## config.mk

```make
export PLATFORM = sky130hd
export DESIGN_NAME = pin_irq_sense
export DESIGN_NICKNAME = d
export VERILOG_FILES = /design/src/rtl/pin_irq_pkg.sv /design/src/rtl/pin_irq_datapath.sv /design/src/rtl/pin_irq_control.sv /design/src/rtl/pin_irq_sense.sv
export SDC_FILE = /design/constraint.sdc
export NUM_CORES = 1
export LEC_CHECK = 0
export BUFFER_PORTS_ARGS = -buffer_cell sky130_fd_sc_hd__buf_2
export CORE_AREA = 2 2 39 41
export CTS_BUF_LIST = sky130_fd_sc_hd__clkbuf_2
export CTS_CLUSTER_DIAMETER = 40
export DETAILED_ROUTE_END_ITERATION = 16
export DIE_AREA = 0 0 41 43
export GPL_ROUTABILITY_DRIVEN = 0
export SETUP_SLACK_MARGIN = 0.02
export SLEW_MARGIN = 20
export SYNTH_ARGS = -nofsm -noshare
export SYNTH_HDL_FRONTEND = slang
export SYNTH_HIERARCHICAL = 1
export SYNTH_SLANG_ARGS = --single-unit
```

## constraint.sdc

```tcl
create_clock -name clk -period 1.3 [get_ports clk]
set_input_delay 0.195 -clock clk [delete_from_list [all_inputs] [get_ports clk]]
set_output_delay 0.195 -clock clk [all_outputs]
set_load 0.05 [all_outputs]
```

## src/rtl/pin_irq_pkg.sv

```systemverilog
package pin_irq_pkg;
  typedef enum logic [1:0] {
    SENSE_LOW  = 2'b00,
    SENSE_ANY  = 2'b01,
    SENSE_FALL = 2'b10,
    SENSE_RISE = 2'b11
  } senseMode_e;

  typedef struct packed {
    logic setFlag;
    logic clrFlag;
    logic holdZero;
  } flagCtl_t;
endpackage

```

## src/rtl/pin_irq_datapath.sv

```systemverilog
module pin_irq_datapath
  import pin_irq_pkg::*;
#(
  parameter int SYNC_STAGES = 2,
  parameter int MASK_W      = 8,
  parameter int EN_BIT      = 6,
  parameter int PC_LO       = 4
) (
  input  logic              clk,
  input  logic              rstN,
  input  logic              pinIn,
  input  logic              maskWrEn,
  input  logic [MASK_W-1:0] maskWrData,
  input  flagCtl_t          ctl,
  output logic              syncPin,
  output logic              prevPin,
  output logic              flagQ,
  output logic [MASK_W-1:0] maskQ
);
  localparam int STORED_W = EN_BIT - PC_LO + 1;

  logic [SYNC_STAGES-1:0] syncChain;
  logic [STORED_W-1:0]    maskBits;

  generate
    for (genvar i = 0; i < SYNC_STAGES; i++) begin : g_sync
      always_ff @(posedge clk or negedge rstN) begin
        if (!rstN) syncChain[i] <= 1'b1;
        else if (i == 0) syncChain[i] <= pinIn;
        else syncChain[i] <= syncChain[(i == 0) ? 0 : i-1];
      end
    end
  endgenerate

  assign syncPin = syncChain[SYNC_STAGES-1];

  // previous sample follows every cycle so mode changes cannot fake an edge
  always_ff @(posedge clk or negedge rstN) begin
    if (!rstN) prevPin <= 1'b1;
    else prevPin <= syncPin;
  end

  always_ff @(posedge clk or negedge rstN) begin
    if (!rstN) flagQ <= 1'b0;
    else if (ctl.holdZero) flagQ <= 1'b0;
    else if (ctl.setFlag) flagQ <= 1'b1;
    else if (ctl.clrFlag) flagQ <= 1'b0;
  end

  always_ff @(posedge clk or negedge rstN) begin
    if (!rstN) maskBits <= '0;
    else if (maskWrEn) maskBits <= maskWrData[EN_BIT:PC_LO];
  end

  always_comb begin
    maskQ = '0;
    maskQ[EN_BIT:PC_LO] = maskBits;
  end

  // a set flag survives without a clear
  a_r4_flag_holds: assert property (@(posedge clk) disable iff (!rstN)
    flagQ && !ctl.clrFlag && !ctl.holdZero |=> flagQ);
  // a clear with no competing edge takes effect next cycle
  a_r5_clear_takes: assert property (@(posedge clk) disable iff (!rstN)
    ctl.clrFlag && !ctl.setFlag |=> !flagQ);
  // reserved top bit reads zero
  a_r7_reserved_zero: assert property (@(posedge clk) disable iff (!rstN)
    maskQ[MASK_W-1] == 1'b0);
endmodule

```

## src/rtl/pin_irq_control.sv

```systemverilog
module pin_irq_control
  import pin_irq_pkg::*;
(
  input  logic       clk,
  input  logic       rstN,
  input  logic [1:0] senseMode,
  input  logic       syncPin,
  input  logic       prevPin,
  input  logic       flagQ,
  input  logic       vecAck,
  input  logic       swClr,
  input  logic       maskEn,
  input  logic       globalEn,
  output flagCtl_t   ctl,
  output logic       irqReq
);
  senseMode_e mode;
  logic levelMode;
  logic edgeHit;
  logic pending;

  assign mode      = senseMode_e'(senseMode);
  assign levelMode = (mode == SENSE_LOW);

  always_comb begin
    case (mode)
      SENSE_ANY:  edgeHit = syncPin ^ prevPin;
      SENSE_FALL: edgeHit = prevPin & ~syncPin;
      SENSE_RISE: edgeHit = ~prevPin & syncPin;
      default:    edgeHit = 1'b0;
    endcase
  end

  always_comb begin
    ctl.holdZero = levelMode;
    ctl.setFlag  = edgeHit;
    ctl.clrFlag  = vecAck | swClr;
  end

  assign pending = levelMode ? ~syncPin : flagQ;
  assign irqReq  = pending & maskEn & globalEn;

  // request only with both enables
  a_r6_req_gated: assert property (@(posedge clk) disable iff (!rstN)
    irqReq |-> (globalEn && maskEn));
  // level mode keeps no flag
  a_r2_level_no_flag: assert property (@(posedge clk) disable iff (!rstN)
    levelMode |=> !flagQ);
  // falling transition in falling mode sets the flag
  a_r1_fall_sets: assert property (@(posedge clk) disable iff (!rstN)
    (mode == SENSE_FALL) && prevPin && !syncPin |=> flagQ);
  // steady pin never raises a cleared flag, whatever the mode
  a_r8_steady_no_set: assert property (@(posedge clk) disable iff (!rstN)
    (syncPin == prevPin) && !flagQ |=> !flagQ);
endmodule

```

## src/rtl/pin_irq_sense.sv

```systemverilog
module pin_irq_sense
  import pin_irq_pkg::*;
#(
  parameter int SYNC_STAGES = 2,
  parameter int MASK_W      = 8,
  parameter int EN_BIT      = 6,
  parameter int PC_LO       = 4
) (
  input  logic              clk,
  input  logic              rstN,
  input  logic              pinIn,
  input  logic [1:0]        senseMode,
  input  logic              globalEn,
  input  logic              maskWrEn,
  input  logic [MASK_W-1:0] maskWrData,
  input  logic              vecAck,
  input  logic              swClr,
  output logic [MASK_W-1:0] maskRd,
  output logic              flagOut,
  output logic              irqReq
);
  flagCtl_t ctl;
  logic syncPin;
  logic prevPin;

  pin_irq_datapath #(
    .SYNC_STAGES(SYNC_STAGES), .MASK_W(MASK_W), .EN_BIT(EN_BIT), .PC_LO(PC_LO)
  ) u_dp (
    .clk(clk), .rstN(rstN), .pinIn(pinIn), .maskWrEn(maskWrEn),
    .maskWrData(maskWrData), .ctl(ctl), .syncPin(syncPin), .prevPin(prevPin),
    .flagQ(flagOut), .maskQ(maskRd)
  );

  pin_irq_control u_ctl (
    .clk(clk), .rstN(rstN), .senseMode(senseMode), .syncPin(syncPin),
    .prevPin(prevPin), .flagQ(flagOut), .vecAck(vecAck), .swClr(swClr),
    .maskEn(maskRd[EN_BIT]), .globalEn(globalEn), .ctl(ctl), .irqReq(irqReq)
  );
endmodule

```

==> impl_metrics.ini <==
[run_status]
status = finished, violations left
failed_checks = negative setup slack

[setup_path]
crit_path_end_kind = primary output
path_class = reg -> out
start_kind = register
worstPathRequired_ns = 1.11
crit_arrival_ns = 1.22
worst-path-max-fanout = 2

[grt]
antenna_found_initial = 0
grt_pass1_wl_mm = 1.01
grt_overflow = 0
grt_pass1_vias = 262
grt_start_max_net_pins = 8
globalRouteTotalUtil_pct = 8.73

[timing]
fin_crit_sh_pct = 109
post-route-min-period_ns = 1.41
setup_violations = 2
finalWorstSetupSlack_ns = -0.113
hold_viol_final = 0
final.setup.tns_ns = -0.178
grt_setup_unrepaired = yes
fmax_ghz = 0.708
slew_violations = 0
skew_ns = 0.00378

[cts]
clk_latency_ns = 0.22
clockBufferDepth = 2
cts-root-buf = clkbuf_2
cts_num_sinks = 7
h-tree-depth = 1
path_clk_slew_ns = 0.07
cts_tree = yes
cts_inserted_buffers = 3

[power]
power.density_mw_per_mm2 = 1090
seqPwrFrac_pct = 42.8
clockPowerShare_pct = 27.3
intPower_mw = 0.378
ir_drop_mv = 0.395
switching_share_pct = 35.2
p_switching_mw = 0.205
power_frac_comb_pct = 29.9
leakage_nw = 0.269

[place]
hpwl_um = 495
io_buffers = 16
dpl-instance-area_um2 = 463

[routing]
drc = 0
wl_um = 628
firstDrtPassIters = 2
drtIter0Drc = 5
ant_nets = 0
wl_per_cell_um = 8.72
viasPerCell = 4.00
num_vias = 288

[layout]
diodes = 0
drive_above_1_share_pct = 67.9
nFillCells = 146
area_growth_pct = 43.6
nNetsFinal = 76
final_area_um2 = 536
final_core_util_pct = 38.7

[floorplanning]
die_h_um = 43
num_io_pins = 27
start_util_pct = 26.9
rows = 14
coreArea_mm2 = 0.00138
chipWidth_um = 41
die_area_mm2 = 0.00176

[yosys]
synthMuxAreaShare_pct = 14.4
yosysWarnings = 6
synth_cell_type_count = 15
synth-xor-area-share_pct = 0
synth_compound_area_share_pct = 4.03
ys_ff_latch = 7
postSynthCellCount = 34
netlist_area_um2 = 373
synthSimpleGateAreaFrac_pct = 8.72
synth_top_family_by_area = buffers and inverters
ys_seq_area_share_pct = 48.0
syn_area_per_cell_um2 = 11.0
synth_fa_ha_area_share_pct = 6.71

[min_path]
hold_path.class = in -> reg

[job]
maxCapViolations = 0
==> placed cells by master, fill, tap and decap left out, types with 2 or more instances in the layout <==
cell      synthesis  routed
dfrtp_1           4       3
buf_4             7       4
nand2b_1          2       2
mux2_2            3       3
buf_2             0      15
clkbuf_2          0       4
mux2i_1           2       2
inv_2             0       2
conb_1            1       5
dfstp_2           3       3
==> critical path, stage by stage (launching register included) <==
cell	delay, ns
dfstp_2	0.37
or3_4	0.33
a21oi_4	0.13
buf_6	0.17
==> metrics by stage <==
step                      power (mW)  worst slack (ns)  instances  hold slack (ns)
after floorplan                0.385           -0.0749         38           -0.101
after global placement         0.412           -0.0703         65           0.0305
after detailed placement       0.414           -0.0791         65           0.0364
after CTS                      0.594            -0.131         72           0.0510
after global routing           0.616            -0.160         72           0.0453
final                          0.583            -0.113         72           0.0668
==> final timing paths <==
| kind | startpoint | endpoint | slack, ns | cells after the start |
|---|---|---|---|---|
| worst max register to register | u_dp/syncPin | u_dp/flagQ | -0.07 | 7 |
| worst min-delay path | pinIn | u_dp/syncChain[0] | 0.07 | 1 |
| worst max-delay path | u_dp/syncPin | irqReq | -0.11 | 3 |
| worst min register to register | u_dp/syncChain[0] | u_dp/syncPin | 0.36 | 0 |
| min in group asynchronous | rstN | u_dp/maskBits[1] | 0.32 | 2 |
| max in group asynchronous | rstN | u_dp/syncChain[0] | 0.75 | 2 |
==> sequential cells by signal (all words and copies together), names as in the netlist <==
signal / count
u_dp/flagQ: 1
u_dp/maskBits: 3
u_dp/syncPin: 1
u_dp/syncChain: 1
u_dp/prevPin: 1
==> per-layer routing <==
layer / share of wire, % / vias to the layer above / global-route usage (%)
met1: 40 / 133 / 9.67
met4: 0 / 0 / 6.00
met5: 0 / - / 0
met3: 9.7 / 0 / 3.66
li1: - / 140 / -
met2: 50 / 15 / 12.8
==> power by group through the flow <==
stage | clock, mW | sequential (mW) | combinational (mW)
2_1_floorplan | 0 | 0.297 | 0.0874
3_3_place_gp | 0 | 0.253 | 0.159
3_5_place_dp | 0 | 0.254 | 0.160
4_1_cts | 0.168 | 0.250 | 0.175
5_1_grt | 0.178 | 0.252 | 0.186
6_report | 0.159 | 0.250 | 0.175
==> Yosys cell counts <==
master | instances | area, um^2
a21oi_1 | 2 | 10.0
buf_4 | 7 | 52.6
conb_1 | 1 | 3.75
dfrtp_1 | 4 | 100
dfstp_2 | 3 | 78.8
ha_1 | 2 | 25.0
inv_1 | 3 | 11.3
mux2_2 | 3 | 33.8
mux2i_1 | 2 | 20.0
nand2_1 | 1 | 3.75
nand2b_1 | 2 | 12.5
nor2_1 | 1 | 3.75
o21ai_0 | 1 | 5.00
or2_2 | 1 | 6.26
or3_1 | 1 | 6.26
==> kinds of logic (layout without fill, tap and decap cells) <==
family	after synthesis	after routing
buffers and inverters	10	28
DFF	7	7
and+or+nand+nor	6	6
muxes	5	5
AOI/OAI and AO/OA	3	3
adders and majority gates	2	2
other	1	5
==> final cells by class <==
type	instances	area, um^2	area share, %
inverter	3	11.3	2.10
multi-input combinational	21	178	33.2
tap	16	20.0	3.74
clock buffer	4	20.0	3.74
sequential	7	180	33.6
timing repair buffer	21	126	23.6
==> repair_timing <==
action,in CTS,in global routing
hold buffers,1,0
buffers inserted,2,0
pin swaps,1,0
endpoints found under the hold margin,7,0
resized for setup,5,0
endpoints found under the setup margin,2,2
No activity file was read; power rests on OpenSTA's default activity.
